**src/rtl/qnt_pkg.sv**
```systemverilog
package qnt_pkg;
  localparam int CW = 16;
  localparam int PW = 2 * CW;

  // absolute value with 16-bit wrap (most negative stays 0x8000)
  function automatic logic [CW-1:0] abs_wrap(input logic [CW-1:0] c);
    return c[CW-1] ? (~c + 1'b1) : c;
  endfunction

  // offset, signed multiply, keep upper half
  function automatic logic [CW-1:0] q_mag(input logic [CW-1:0] c,
                                          input logic [CW-1:0] off,
                                          input logic [CW-1:0] mul);
    logic [CW-1:0] s;
    logic signed [PW-1:0] p;
    s = abs_wrap(c) + off;
    p = $signed(s) * $signed(mul);
    return p[PW-1:CW];
  endfunction

  // positive input keeps the magnitude, others negate it
  function automatic logic [CW-1:0] q_sign(input logic [CW-1:0] c,
                                           input logic [CW-1:0] mag);
    return ($signed(c) > 0) ? mag : (~mag + 1'b1);
  endfunction
endpackage

```
**src/rtl/qnt_table.sv**
```systemverilog
module qnt_table #(
  parameter int N  = 8,
  parameter int AW = $clog2(N)
) (
  input  logic                   clk,
  input  logic                   rst_n,
  input  logic                   we,
  input  logic [AW-1:0]          waddr,
  input  logic [qnt_pkg::CW-1:0] woff,
  input  logic [qnt_pkg::CW-1:0] wmul,
  input  logic [AW-1:0]          raddr,
  output logic [qnt_pkg::CW-1:0] roff,
  output logic [qnt_pkg::CW-1:0] rmul
);
  logic [qnt_pkg::CW-1:0] off_q [N];
  logic [qnt_pkg::CW-1:0] mul_q [N];

  for (genvar i = 0; i < N; i++) begin : g_ent
    always_ff @(posedge clk) begin
      if (!rst_n) begin
        off_q[i] <= '0;
        mul_q[i] <= '0;
      end else if (we && waddr == AW'(i)) begin
        off_q[i] <= woff;
        mul_q[i] <= wmul;
      end
    end
  end

  assign roff = off_q[raddr];
  assign rmul = mul_q[raddr];
endmodule

```
**src/rtl/qnt_lane.sv**
```systemverilog
module qnt_lane (
  input  logic [qnt_pkg::CW-1:0] coef,
  input  logic [qnt_pkg::CW-1:0] off,
  input  logic [qnt_pkg::CW-1:0] mul,
  output logic [qnt_pkg::CW-1:0] mag,
  output logic [qnt_pkg::CW-1:0] level,
  output logic                   is_zero
);
  always_comb begin
    mag     = qnt_pkg::q_mag(coef, off, mul);
    level   = qnt_pkg::q_sign(coef, mag);
    is_zero = (level == '0);
  end
endmodule

```
**src/rtl/qnt_stats.sv**
```systemverilog
module qnt_stats #(
  parameter int BLK_N = 16,
  parameter int NZW   = $clog2(BLK_N + 1)
) (
  input  logic                   clk,
  input  logic                   rst_n,
  input  logic                   acc,
  input  logic                   last_acc,
  input  logic                   zero_lvl,
  input  logic [qnt_pkg::CW-1:0] mag,
  output logic                   done,
  output logic [NZW-1:0]         nz,
  output logic [qnt_pkg::CW-1:0] max
);
  logic [NZW-1:0]         zc_q;
  logic [qnt_pkg::CW-1:0] mx_q;
  logic                   fresh_q;
  logic                   last_q;

  always_ff @(posedge clk) begin
    if (!rst_n) begin
      zc_q    <= '0;
      mx_q    <= '0;
      fresh_q <= 1'b1;
      last_q  <= 1'b0;
      done    <= 1'b0;
      nz      <= '0;
      max     <= '0;
    end else begin
      last_q <= last_acc;
      done   <= last_q;
      if (last_q) begin
        nz  <= NZW'(BLK_N) - zc_q;
        max <= mx_q;
      end
      if (acc) begin
        fresh_q <= last_acc;
        if (fresh_q) begin
          zc_q <= NZW'(zero_lvl);
          mx_q <= mag;
        end else begin
          zc_q <= zc_q + NZW'(zero_lvl);
          mx_q <= (mag > mx_q) ? mag : mx_q;
        end
      end
    end
  end
endmodule

```
**src/rtl/coef_quant.sv**
```systemverilog
module coef_quant #(
  parameter int TBL_N = 8,
  parameter int BLK_N = 16
) (
  input  logic        clk,
  input  logic        rst_n,
  input  logic        in_valid,
  output logic        in_ready,
  input  logic [15:0] in_coef,
  input  logic        dc_mode,
  input  logic [15:0] dc_off,
  input  logic [15:0] dc_mul,
  input  logic        tbl_we,
  input  logic [2:0]  tbl_addr,
  input  logic [15:0] tbl_off,
  input  logic [15:0] tbl_mul,
  output logic        lvl_valid,
  output logic [15:0] lvl_data,
  output logic        blk_done,
  output logic [4:0]  blk_nz,
  output logic [15:0] blk_max
);
  localparam int PIW = $clog2(BLK_N);
  localparam int TIW = $clog2(TBL_N);
  localparam int NZW = $clog2(BLK_N + 1);

  logic [PIW-1:0] pos_q;
  logic           blk_idle, tbl_wr_ok, acc, last_acc;
  logic [15:0]    t_off, t_mul, sel_off, sel_mul;
  logic [15:0]    lane_mag, lane_lvl;
  logic           lane_zero;

  assign blk_idle  = (pos_q == '0);
  assign tbl_wr_ok = tbl_we && blk_idle;
  assign in_ready  = !tbl_wr_ok;
  assign acc       = in_valid && in_ready;
  assign last_acc  = acc && (pos_q == PIW'(BLK_N - 1));

  always_ff @(posedge clk) begin
    if (!rst_n)        pos_q <= '0;
    else if (last_acc) pos_q <= '0;
    else if (acc)      pos_q <= pos_q + 1'b1;
  end

  qnt_table #(.N(TBL_N), .AW(TIW)) u_tbl (
    .clk(clk), .rst_n(rst_n), .we(tbl_wr_ok), .waddr(tbl_addr[TIW-1:0]),
    .woff(tbl_off), .wmul(tbl_mul), .raddr(pos_q[TIW-1:0]),
    .roff(t_off), .rmul(t_mul)
  );

  assign sel_off = dc_mode ? dc_off : t_off;
  assign sel_mul = dc_mode ? dc_mul : t_mul;

  qnt_lane u_lane (
    .coef(in_coef), .off(sel_off), .mul(sel_mul),
    .mag(lane_mag), .level(lane_lvl), .is_zero(lane_zero)
  );

  always_ff @(posedge clk) begin
    if (!rst_n) begin
      lvl_valid <= 1'b0;
      lvl_data  <= '0;
    end else begin
      lvl_valid <= acc;
      if (acc) lvl_data <= lane_lvl;
    end
  end

  qnt_stats #(.BLK_N(BLK_N), .NZW(NZW)) u_stats (
    .clk(clk), .rst_n(rst_n), .acc(acc), .last_acc(last_acc),
    .zero_lvl(lane_zero), .mag(lane_mag),
    .done(blk_done), .nz(blk_nz), .max(blk_max)
  );
endmodule

```
**config.mk**
```make
export PLATFORM = sky130hd
export DESIGN_NAME = coef_quant
export DESIGN_NICKNAME = d
export VERILOG_FILES = /design/src/rtl/qnt_pkg.sv /design/src/rtl/qnt_table.sv /design/src/rtl/qnt_lane.sv /design/src/rtl/qnt_stats.sv /design/src/rtl/coef_quant.sv
export SDC_FILE = /design/constraint.sdc
export NUM_CORES = 1
export LEC_CHECK = 0
export ABC_AREA = 1
export BUFFER_PORTS_ARGS = -buffer_cell sky130_fd_sc_hd__buf_2
export CORE_MARGIN = 2
export CORE_UTILIZATION = 35
export CTS_CLUSTER_DIAMETER = 200
export DETAILED_ROUTE_END_ITERATION = 7
export PLACE_DENSITY_LB_ADDON = 0.25
export SLEW_MARGIN = 5
export SYNTH_ARGS = -nofsm -noshare
export SYNTH_HDL_FRONTEND = slang
export SYNTH_HIERARCHICAL = 1
export SYNTH_SLANG_ARGS = --single-unit
```
**constraint.sdc**
```tcl
create_clock -name clk -period 13 [get_ports clk]
set_input_delay 0.65 -clock clk [delete_from_list [all_inputs] [get_ports clk]]
set_output_delay 0.65 -clock clk [all_outputs]
set_load 0.1 [all_outputs]
```
## After elaboration in Yosys (flattened, before gate mapping)

Memories as Yosys holds them, arrays and structs flattened. A register that Yosys moved wholly into a read port is not among the register bits.
Index checks and enable logic that the tools add are counted.

- Reduce and logical (&&, ||, !) cells: 18
- Bitwise operators: 19
- Add/subtract/negate cells: 6
- Shift operators: 0
- Equality and inequality tests: 8
- Muxes and demuxes: 52
- Multipliers: 1
- Magnitude comparators: 2
- Div/mod/pow operators: 0

Operators with widths:

| cell | count |
|---|---|
| $mux W16 | 22 |
| $add A16 B1 Y16 const B | 2 |
| $mul A16 B16 Y32 | 1 |
| $not A16 Y16 | 2 |
| $mux W1 | 25 |
| $add A16 B16 Y16 | 1 |
| $gt A16 B1 Y1 const B | 1 |
| $gt A16 B16 Y1 | 1 |
| $logic_not A16 Y1 | 1 |
| $or A1 B1 Y1 | 16 |
| $eq A3 B3 Y1 const B | 4 |
| $mux W3 | 4 |
| $logic_and A1 B1 Y1 | 11 |
| $eq A3 B2 Y1 const B | 2 |
| $add A5 B1 Y5 | 1 |
| $mux W5 | 1 |
| $sub A5 B5 Y5 const A | 1 |
| $add A4 B1 Y4 const B | 1 |
| $eq A4 B4 Y1 const B | 1 |
| $logic_not A4 Y1 | 1 |
| $eq A3 B1 Y1 const B | 1 |
| $logic_not A3 Y1 | 1 |
| $reduce_and A2 Y1 | 1 |
| $reduce_bool A2 Y1 | 1 |
| other kinds (3) | 3 |

- Flip-flop bits (word level): 66
- Memory bits (read-only): 0
- Output and inout port bits: 40
- Bits in latches: 0
- RAM bits: 256
- Memories kept: 2

Memory list:

| memory | words | bits a word | read ports | clocked after memory_dff | write ports | line | source |
|---|---|---|---|---|---|---|---|
| u_tbl.mul_q | 8 | 16 | 1 | 1 | 8 | qnt_table.sv:16 | `logic [qnt_pkg::CW-1:0] mul_q [N];` |
| u_tbl.off_q | 8 | 16 | 1 | 1 | 8 | qnt_table.sv:15 | `logic [qnt_pkg::CW-1:0] off_q [N];` |

## Depth between registers and ports, before layout

Gate-level depths: netlist of the first run.

- Depth in word-level cells: 11
- Gate-level depth with buffers: 64
- Gate-level depth less buffers: 62

## Hierarchy

Netlist of the first run, hierarchy kept.

By module, submodules not included:

| module | seq. area each (µm²) | cells each | times used | area an instance (µm²) |
|---|---|---|---|---|
| qnt_table | 7,687.4 | 1,455 | 1 | 12,460.7 |
| qnt_lane | 0.0 | 1,604 | 1 | 11,913.9 |
| qnt_stats | 900.9 | 290 | 1 | 2,294.7 |
| coef_quant | 420.4 | 164 | 1 | 1,377.6 |

## Worst setup path after synthesis of the first run

OpenSTA, ideal clock, no wires.

- Path type: input to register
- Start: input in_coef[15]
- End: register u_stats.zc_q[4]
- Stages: 51
- Slack: 3,726 ps
- Arrival time: 9,158 ps
- Library setup time: 116 ps
- Path through: clkbuf_1 > clkinv_1 > nor2_1 > xor2_1 > ha_1 > nand2_1 > nor2_1 > a211oi_1 > o21ai_2 > inv_2 > o21ai_2 > a31oi_1 > or2_1 > nand2_2 > nor2_1 > inv_1 > fa_1 > inv_1 > [15 not listed] > nand2_1 > nand2_1 > inv_1 > nor2_1 > nand2_1 > nor2_2 > nand2_1 > nand2_1 > nand2_1 > a21oi_1 > nand3_1 > nor2_1 > ha_1 > ha_1 > nand3_1 > nor2_1 > xnor2_1 > nor2_1

- Cells in the longest elaborated chain, start to end: 11
- Elaborated cells on any way between the ends: 12
- Classes of those cells: 4 x add/sub; 1 x mul; 1 x order compare; 3 x mux; 2 x bitwise; 1 x reduce/logical

Ends and longest elaborated chain:

| item | line | source |
|---|---|---|
| from (decl) | coef_quant.sv:9 | `input logic [15:0] in_coef,` |
| $not A16 Y16 | qnt_pkg.sv:7 | `return c[CW-1] ? (~c + 1'b1) : c;` |
| $add A16 B1 Y16 | qnt_pkg.sv:7 |  |
| $mux W16 (*) | qnt_pkg.sv:7 |  |
| $add A16 B16 Y16 (*) | qnt_pkg.sv:16 | `s = abs_wrap(c) + off;` |
| $mul A16 B16 Y32 (*) | qnt_pkg.sv:17 | `p = $signed(s) * $signed(mul);` |
| via lane_mag[12] | coef_quant.sv:30 | `logic [15:0] lane_mag, lane_lvl;` |
| $not A16 Y16 | qnt_pkg.sv:24 | `return ($signed(c) > 0) ? mag : (~mag + 1'b1);` |
| $add A16 B1 Y16 | qnt_pkg.sv:24 |  |
| $mux W16 (*) | qnt_pkg.sv:24 |  |
| $logic_not A16 Y1 (*) | qnt_lane.sv:12 | `is_zero = (level == '0);` |
| via lane_zero | coef_quant.sv:31 | `logic lane_zero;` |
| $add A5 B1 Y5 (*) | qnt_stats.sv:42 | `zc_q <= zc_q + NZW'(zero_lvl);` |
| $mux W5 (*) | qnt_stats.sv:38 | `if (fresh_q) begin` |
| to (signal assigned) | qnt_stats.sv:39 | `zc_q <= NZW'(zero_lvl);` |
| to (signal assigned) | qnt_stats.sv:42 |  |
| to (decl) | qnt_stats.sv:15 | `logic [NZW-1:0] zc_q;` |

Mark *: on every way through the listed nets, which the timed path passes. The rest lies on a longest branch.
A chain may end at the register's enable or synchronous reset.

==> results.tsv, run 1 <==
stage	metric	value	unit
sta	fmax	89.6	MHz
clocking	cts-root-buf	clkbuf_16	
setup_path	slowest_delay	0.79	ns
yosys	syn_nets	3981	
sta	worst_slew_pin_slew	1.18	ns
global_routing	grt_pass1_vias	22000	
global_routing	grt_max_degree	76	
clocking	clkSinkCount	322	
yosys	synth_warnings	6	
setup_path	crit_fanout	65	
floorplan	pin_count	128	
yosys	ys_top_cells_by_area	edfxtp_1 27%, fa_1 18%, nand2_1 11%	
yosys	ys.flop_type	edfxtp_1	
yosys	synth-xor-area-share	0.0185	
floorplan	core	0.0791	mm^2
clocking	hold_buffers	0	
drt	vias	21900	
drt	post-route-drc-count	0	
global_routing	met3_usage	0.0247	
global_routing	grt_pass1_wl	126000	um
clocking	clk_path_buf_depth	3	
floorplan	die_area	0.0824	mm^2
setup_path	required	13.43	ns
yosys	ys_types	55	
sta	hold_viol	0	
global_routing	grtUsageTotal	0.197	
global_routing	grtUsageMet1	0.267	
yosys	seq_area_frac_synth	0.321	
drt	wirelength	79300	um
drt	wl_per_cell	17.0	um
setup_path	worstPathArrival	11.59	ns
floorplan	die_y	287	um
sta	relSlewSlack	0.213	
placed_design	dpl.cell_count	4588	
setup_path	critPathBufInv	11	
yosys	syn_inst	3513	
cells_and_area	finalCoreUtilization	0.388	
global_routing	use_met2	0.335	
sta	clock_skew	0.0277	ns
setup_path	crit_type	flop to flop	
yosys	async_flop_share	0	
placed_design	dpl.hpwl	55900	um
status	status	complete, no violations	
worst_hold_path	min_path_type	flop to flop	
setup_path	cp_top_family	adder cells	
cells_and_area	fin_cells	4651	
clocking	ctsResizeCount	0	
clocking	htreeDepth	2	
flow_run	drv_cap	0	
sta	finalCriticalPeriod	11.15	ns
yosys	synth-compound-area-share	0.0319	
yosys	synthTopCellsByCount	826 x nand2_1, 755 x inv_1, 507 x nor2_1	
yosys	synth_top_family_by_area	simple AND/OR/NAND/NOR gates	
placed_design	place_congestion	0.912	
yosys	synthMuxAreaShare	0.0128	
clocking	clkTransAtPathRegs	0.06	ns
clocking	clk_latency	0.54	ns
yosys	synth_area	0.0280	mm^2
clocking	numCtsBuffers	35	
global_routing	grt-busiest-layer	met2	
yosys	yosys.area_share.simple	0.250	
floorplan	row_count	103	
drt	firstDrtPassIters	6	
yosys	synth_top_area_share	0.274	
sta	finalSetupTns	0	ns
setup_path	crit_path_start_kind	flop	
sta	rsz0062_at_grt	no	
sta	final-setup-viol-count	0	
floorplan	start_util	0.354	
floorplan	die_x	287	um
yosys	synth_edf_count	256	
yosys	synth_seq_cells	322	
cells_and_area	drive_above_1_share	0.101	
global_routing	grt_overflow	0	
cells_and_area	nets	4043	
setup_path	crit_slowest_cell	dfxtp_4	
drt	via_per_inst	4.70	
clocking	tritoncts	built	
yosys	yosys.cell_count.top_type	nand2_1	
yosys	syn_avg_cell_area	7.98	um^2
sta	finalCritPeriodShare	0.858	
sta	slew_viol_final	0	
yosys	synth.largest_area_cell	edfxtp_1	
sta	worst_hold_slack	0.483	ns
drt	detail-route-antenna-nets	0	
global_routing	antenna_found_initial	4	
setup_path	worstSetupEndpointType	flop	
yosys	synth_adder_area_share	0.238	
cells_and_area	area_delta_synth_final	9.36	%
drt	drt_iter0_drc	1584	
setup_path	cpMostUsedCell	nand2_1	
clocking	postCtsSetupRepairBufs	0	
placed_design	port_buffers	127	
## sequential cells by signal, summed over array words and instances (netlist names)
signal / flops
u_stats/fresh_q: 1
u_stats/last_q: 1
u_stats/zc_q: 5
pos_q: 4
u_tbl/off_q: 128
u_stats/mx_q: 16
u_stats/done: 1
u_stats/max: 16
u_stats/nz: 5
lvl_valid: 1
u_tbl/mul_q: 128
lvl_data: 16
## worst reg2reg max path: cells and delay by family (launching register included)
| kind | cells | cell delay (ns) |
|---|---|---|
| DFF | 1 | 0.79 |
| and+or+nand+nor | 27 | 3.13 |
| buffers and inverters | 11 | 1.43 |
| muxes | 1 | 0.15 |
| AOI/OAI and AO/OA | 6 | 1.05 |
| xor gates and xnor gates | 1 | 0.12 |
| adders and majority gates | 12 | 4.39 |
## logic make-up after synthesis
family / after synthesis
simple gates: 1658
flops: 322
buf+inv: 902
xor+xnor: 55
fa+ha+maj: 380
compound gates: 164
mux: 32
## metal layers
metal,routed length [um],part of all wire
met1,35000,0.44
met2,37800,0.48
met3,4690,0.059
met4,1760,0.022
met5,0,0
## worst paths after layout
path	endpoint	startpoint	cells after the start	slack, ns
worst max-delay path	u_stats/zc_q[4]	pos_q[0]	58	1.85
worst max register to register	u_stats/zc_q[4]	pos_q[0]	58	1.85
worst min-delay path	lvl_data[1]	lvl_data[1]	2	0.48
worst min register to register	lvl_data[1]	lvl_data[1]	2	0.48
## layout make-up
class / instances / area (um^2)
fill: 8306 / 48500
multi-input combinational: 2289 / 15500
timing repair buffer: 150 / 808
sequential: 322 / 9010
antenna: 2 / 5.00
inverter: 777 / 2930
clock buffer: 48 / 976
clock inverter: 13 / 110
tap: 1050 / 1310
## per-stage QoR
stage	instance area, um^2	setup WS [ns]
2_1_floorplan	28000	3.73
3_3_place_gp	29600	2.02
3_5_place_dp	29600	1.91
4_1_cts	30700	1.86
5_1_grt	30700	0.790
6_report	30700	1.85
## layout by cell type (no fill, tap or decap), types with 3 or more instances in the layout
cell / n
o21ai_1: 8
a21o_1: 4
edfxtp_1: 256
nand2_2: 28
buf_4: 23
ha_1: 124
xnor2_1: 25
clkbuf_1: 9
nand3b_1: 19
nand3_2: 29
inv_6: 3
o21ai_2: 4
a31oi_1: 3
nor2_1: 507
clkbuf_8: 3
inv_1: 754
nand4_1: 7
nand2_4: 6
mux2_2: 30
inv_2: 17
o21ai_0: 37
clkinv_2: 3
nor3_2: 4
or2_1: 3
nand3_1: 182
or2_2: 11
nor3_1: 9
buf_2: 127
clkbuf_16: 36
clkinv_1: 7
a21oi_1: 90
o21bai_1: 8
nor2_4: 5
fa_1: 256
dfxtp_1: 63
nor2_2: 20
xor2_1: 28
nand2_1: 819
Power of run 1 is not shown: default switching activity piles up to over one toggle a cycle in this logic, so the estimate is an artifact.
==> run 2: changes to the inputs <==
--- a/config.mk
+++ b/config.mk
@@ -12,6 +12,7 @@
 export CTS_CLUSTER_DIAMETER = 200
 export DETAILED_ROUTE_END_ITERATION = 7
 export PLACE_DENSITY_LB_ADDON = 0.25
+export SKIP_LAST_GASP = 1
 export SLEW_MARGIN = 5
 export SYNTH_ARGS = -nofsm -noshare
 export SYNTH_HDL_FRONTEND = slang
==> constraint.sdc (replaced) <==
create_clock -name clk -period 13 [get_ports clk]
set_input_delay 1.3 -clock clk [delete_from_list [all_inputs] [get_ports clk]]
set_output_delay 1.3 -clock clk [all_outputs]
set_load 0.1 [all_outputs]
==> results.tsv, run 2 (synthesis gave the netlist of run 1 again) <==
stage	metric	value	unit
clocking	clkTransAtPathRegs	0.07	ns
global_routing	grt-busiest-layer	met2	
global_routing	antenna_found_initial	3	
drt	post-route-drc-count	0	
clocking	tritoncts	built	
drt	via_per_inst	4.71	
sta	relSlewSlack	0.206	
drt	firstDrtPassIters	5	
setup_path	crit_type	flop to flop	
worst_hold_path	min_path_type	flop to flop	
global_routing	grt_max_degree	76	
drt	wl_per_cell	17.0	um
clocking	clk_latency	0.57	ns
setup_path	crit_slowest_cell	xor2_1	
placed_design	port_buffers	127	
sta	worst_hold_slack	0.482	ns
placed_design	dpl.hpwl	55600	um
setup_path	cpMostUsedCell	nand2_1	
drt	detail-route-antenna-nets	0	
drt	wirelength	79200	um
clocking	cts-root-buf	clkbuf_16	
sta	clock_skew	0.0425	ns
floorplan	core	0.0791	mm^2
sta	slew_viol_final	0	
flow_run	drv_cap	0	
sta	finalCriticalPeriod	11.42	ns
floorplan	start_util	0.354	
clocking	postCtsSetupRepairBufs	0	
cells_and_area	fin_cells	4653	
global_routing	met3_usage	0.0272	
setup_path	worstSetupEndpointType	flop	
cells_and_area	mostFrequentLayoutCells	819 x nand2_1, 754 x inv_1, 507 x nor2_1	
cells_and_area	nets	4043	
clocking	hold_buffers	0	
drt	drt_iter0_drc	1652	
global_routing	grt_pass1_vias	21700	
floorplan	die_y	287	um
setup_path	required	13.45	ns
global_routing	grtUsageMet1	0.262	
setup_path	crit_fanout	70	
setup_path	worstPathArrival	11.87	ns
clocking	clkSinkCount	322	
global_routing	grt_pass1_wl	124000	um
setup_path	slowest_delay	0.94	ns
sta	rsz0062_at_grt	no	
global_routing	grtUsageTotal	0.196	
sta	final-setup-viol-count	0	
placed_design	dpl.cell_count	4587	
sta	worst_slew_pin_slew	1.19	ns
clocking	numCtsBuffers	36	
floorplan	die_x	287	um
floorplan	die_area	0.0824	mm^2
status	status	complete, no violations	
floorplan	pin_count	128	
drt	vias	21900	
clocking	clk_path_buf_depth	3	
global_routing	grt_overflow	0	
clocking	htreeDepth	2	
cells_and_area	finalCoreUtilization	0.388	
sta	finalSetupTns	0	ns
placed_design	place_congestion	0.919	
cells_and_area	final_common_cell	nand2_1	
sta	finalCritPeriodShare	0.879	
cells_and_area	fillCellCount	8203	
cells_and_area	drive_above_1_share	0.101	
clocking	ctsResizeCount	0	
cells_and_area	area_delta_synth_final	9.49	%
floorplan	row_count	103	
global_routing	use_met2	0.331	
sta	fmax	87.5	MHz
sta	hold_viol	0	
cells_and_area	biggestRegsByFlops	u_tbl/mul_q x128, u_tbl/off_q x128	
setup_path	crit_path_start_kind	flop	
==> run 2: final cells by class <==
class / count / area [um^2] / area share
antenna: 3 / 7.51 / 0.000244
clock buffer: 50 / 995 / 0.0324
clock inverter: 13 / 120 / 0.00391
inverter: 777 / 2930 / 0.0954
multi-input combinational: 2289 / 15500 / 0.505
sequential: 322 / 9010 / 0.294
tap: 1050 / 1310 / 0.0428
timing repair buffer: 149 / 813 / 0.0265
==> run 2: layer usage <==
layer,routed length (um),vias up
li1,-,10700
met1,34500,10600
met2,37800,613
met3,4990,88
met4,1850,0
met5,0,-
==> run 2: critical path: cells and delay by family (launching register included) <==
| kind | cells | cell delay (ns) |
|---|---|---|
| simple gates | 28 | 3.01 |
| xor+xnor | 2 | 1.07 |
| mux | 1 | 0.32 |
| buf+inv | 11 | 1.61 |
| fa+ha+maj | 11 | 4.04 |
| flops | 1 | 0.53 |
| compound gates | 4 | 0.65 |
==> run 2: through the flow <==
stage | setup WS [ns] | area [um^2]
finish | 1.58 | 30700
global route | 0.723 | 30700
CTS | 1.61 | 30700
detailed placement | 1.58 | 29600
global placement | 1.56 | 29600
floorplan | 3.08 | 28000
==> run 2: path summary, 6_finish.rpt <==
check / start / endpoint / slack (ns) / cells past startpoint
max reg2reg: pos_q[0] / u_stats/zc_q[4] / 1.58 / 57
max: pos_q[0] / u_stats/zc_q[4] / 1.58 / 57
min reg2reg: lvl_data[1] / lvl_data[1] / 0.48 / 2
min: lvl_data[1] / lvl_data[1] / 0.48 / 2
Power of run 2 is left out for the same reason.
==> run 3: changes to the inputs <==
==> constraint.sdc (replaced) <==
create_clock -name clk -period 9.8 [get_ports clk]
set_input_delay 0.98 -clock clk [delete_from_list [all_inputs] [get_ports clk]]
set_output_delay 0.98 -clock clk [all_outputs]
set_load 0.1 [all_outputs]
==> results.tsv, run 3 (synthesis gave the netlist of run 1 again) <==
stage	metric	value	unit
sta	slew_viol_final	0	
drt	via_per_inst	4.68	
sta	finalCriticalPeriod	9.59	ns
cells_and_area	mostFrequentLayoutCells	755 x nand2_1, 726 x inv_1, 464 x nor2_1	
sta	fmax	104	MHz
global_routing	grtUsageTotal	0.202	
drt	firstDrtPassIters	6	
clocking	clk_latency	0.56	ns
sta	finalCritPeriodShare	0.978	
drt	drt_iter0_drc	1594	
floorplan	pin_count	128	
drt	vias	23300	
global_routing	antenna_found_initial	4	
floorplan	row_count	103	
setup_path	crit_type	flop to flop	
clocking	cts-root-buf	clkbuf_16	
sta	final-setup-viol-count	0	
cells_and_area	finalCoreUtilization	0.439	
sta	worst_slew_pin_slew	1.14	ns
clocking	numCtsBuffers	35	
floorplan	die_area	0.0824	mm^2
sta	hold_viol	0	
drt	wirelength	83700	um
floorplan	die_x	287	um
sta	relSlewSlack	0.241	
global_routing	grt_overflow	0	
worst_hold_path	min_path_type	flop to flop	
placed_design	pre_cts_slack	-0.651	ns
placed_design	dpl.hpwl	59300	um
global_routing	grt_pass1_wl	129000	um
setup_path	crit_fanout	8	
drt	post-route-drc-count	0	
sta	layout_setup_ws	0.214	ns
clocking	hold_buffers	0	
global_routing	grt_pass1_vias	23300	
setup_path	crit_path_start_kind	flop	
setup_path	worstSetupEndpointType	flop	
sta	worst_hold_slack	0.488	ns
setup_path	required	10.24	ns
clocking	htreeDepth	2	
cells_and_area	biggestRegsByFlops	u_tbl/mul_q x128, u_tbl/off_q x128	
global_routing	grt_max_degree	61	
setup_path	slowest_delay	0.62	ns
floorplan	start_util	0.354	
placed_design	place_congestion	0.915	
cells_and_area	drive_above_1_share	0.238	
clocking	clkTransAtPathRegs	0.06	ns
floorplan	core	0.0791	mm^2
placed_design	port_buffers	127	
drt	detail-route-antenna-nets	0	
sta	clock_skew	0.0235	ns
cells_and_area	nets	4356	
setup_path	worstPathArrival	10.02	ns
status	status	complete, no violations	
sta	rsz0062_at_grt	yes	
clocking	clk_path_buf_depth	3	
cells_and_area	final_common_cell	nand2_1	
setup_path	crit_slowest_cell	fa_2	
floorplan	die_y	287	um
clocking	clkSinkCount	322	
cells_and_area	area_delta_synth_final	23.8	%
flow_run	drv_cap	0	
drt	wl_per_cell	16.9	um
clocking	tritoncts	built	
-- run 3: changes by cell type in the layout (fill, tap and decap cells not counted), moves of 20 or more --
cell,previous run,this run
buf_6,0,24
a21oi_1,90,55
nand3_1,182,162
nand2_1,819,755
ha_1,124,99
nor2_2,20,45
inv_2,17,38
inv_1,754,726
nand2_2,28,72
buf_4,21,290
nor2_1,507,464
ha_4,0,24
a21oi_2,1,30
-- run 3: final cells by class --
type / count / area (um^2)
clock inverter: 17 / 139
timing repair buffer: 458 / 3430
clock buffer: 47 / 961
multi-input combinational: 2292 / 16900
tap: 1050 / 1310
inverter: 777 / 2970
fill: 7883 / 44400
sequential: 322 / 9020
timing repair inverter: 2 / 17.5
antenna: 1 / 2.50
-- run 3: through the flow --
step / TNS, ns / cells / cell area [um^2]
finish: 0 / 4966 / 34700
global route: -4.97 / 4966 / 34700
CTS: -0.000865 / 4917 / 32900
detailed placement: -12.46 / 4840 / 31600
global placement: -13.46 / 4840 / 31600
floorplan: 0 / 3513 / 28000
-- run 3: repair_timing --
item,4_1_cts,5_1_grt
pin swaps,11,136
setup buffers,10,44
endpoints found under the setup margin,21,23
cloned,3,4
resized for setup,27,346
-- run 3: worst max-delay path: cells and delay by family, from the launching register on --
kind	cells	cell delay [ns]
AO/OA/AOI/OAI	5	0.70
multiplexers	1	0.18
buffers and inverters	10	0.86
adder cells (fa/ha/maj)	10	4.19
XOR/XNOR	2	0.28
AND/OR/NAND/NOR	28	2.73
flip-flops	1	0.51
-- run 3: path summary, 6_finish.rpt --
path / start / end / slack [ns] / depth (start not counted)
worst max-delay path: pos_q[0] / u_stats/mx_q[12] / 0.21 / 56
worst min-delay path: lvl_data[1] / lvl_data[1] / 0.49 / 2
worst max register to register: pos_q[0] / u_stats/mx_q[12] / 0.21 / 56
worst min register to register: lvl_data[1] / lvl_data[1] / 0.49 / 2
-- run 3: routing by layer --
layer	up-vias	routed length (um)	global-route usage
li1	11300	-	-
met1	11200	36000	0.268
met2	636	40600	0.346
met3	121	5120	0.0287
met4	0	2070	0.0538
met5	-	0	0
Power of run 3 is left out for the same reason.
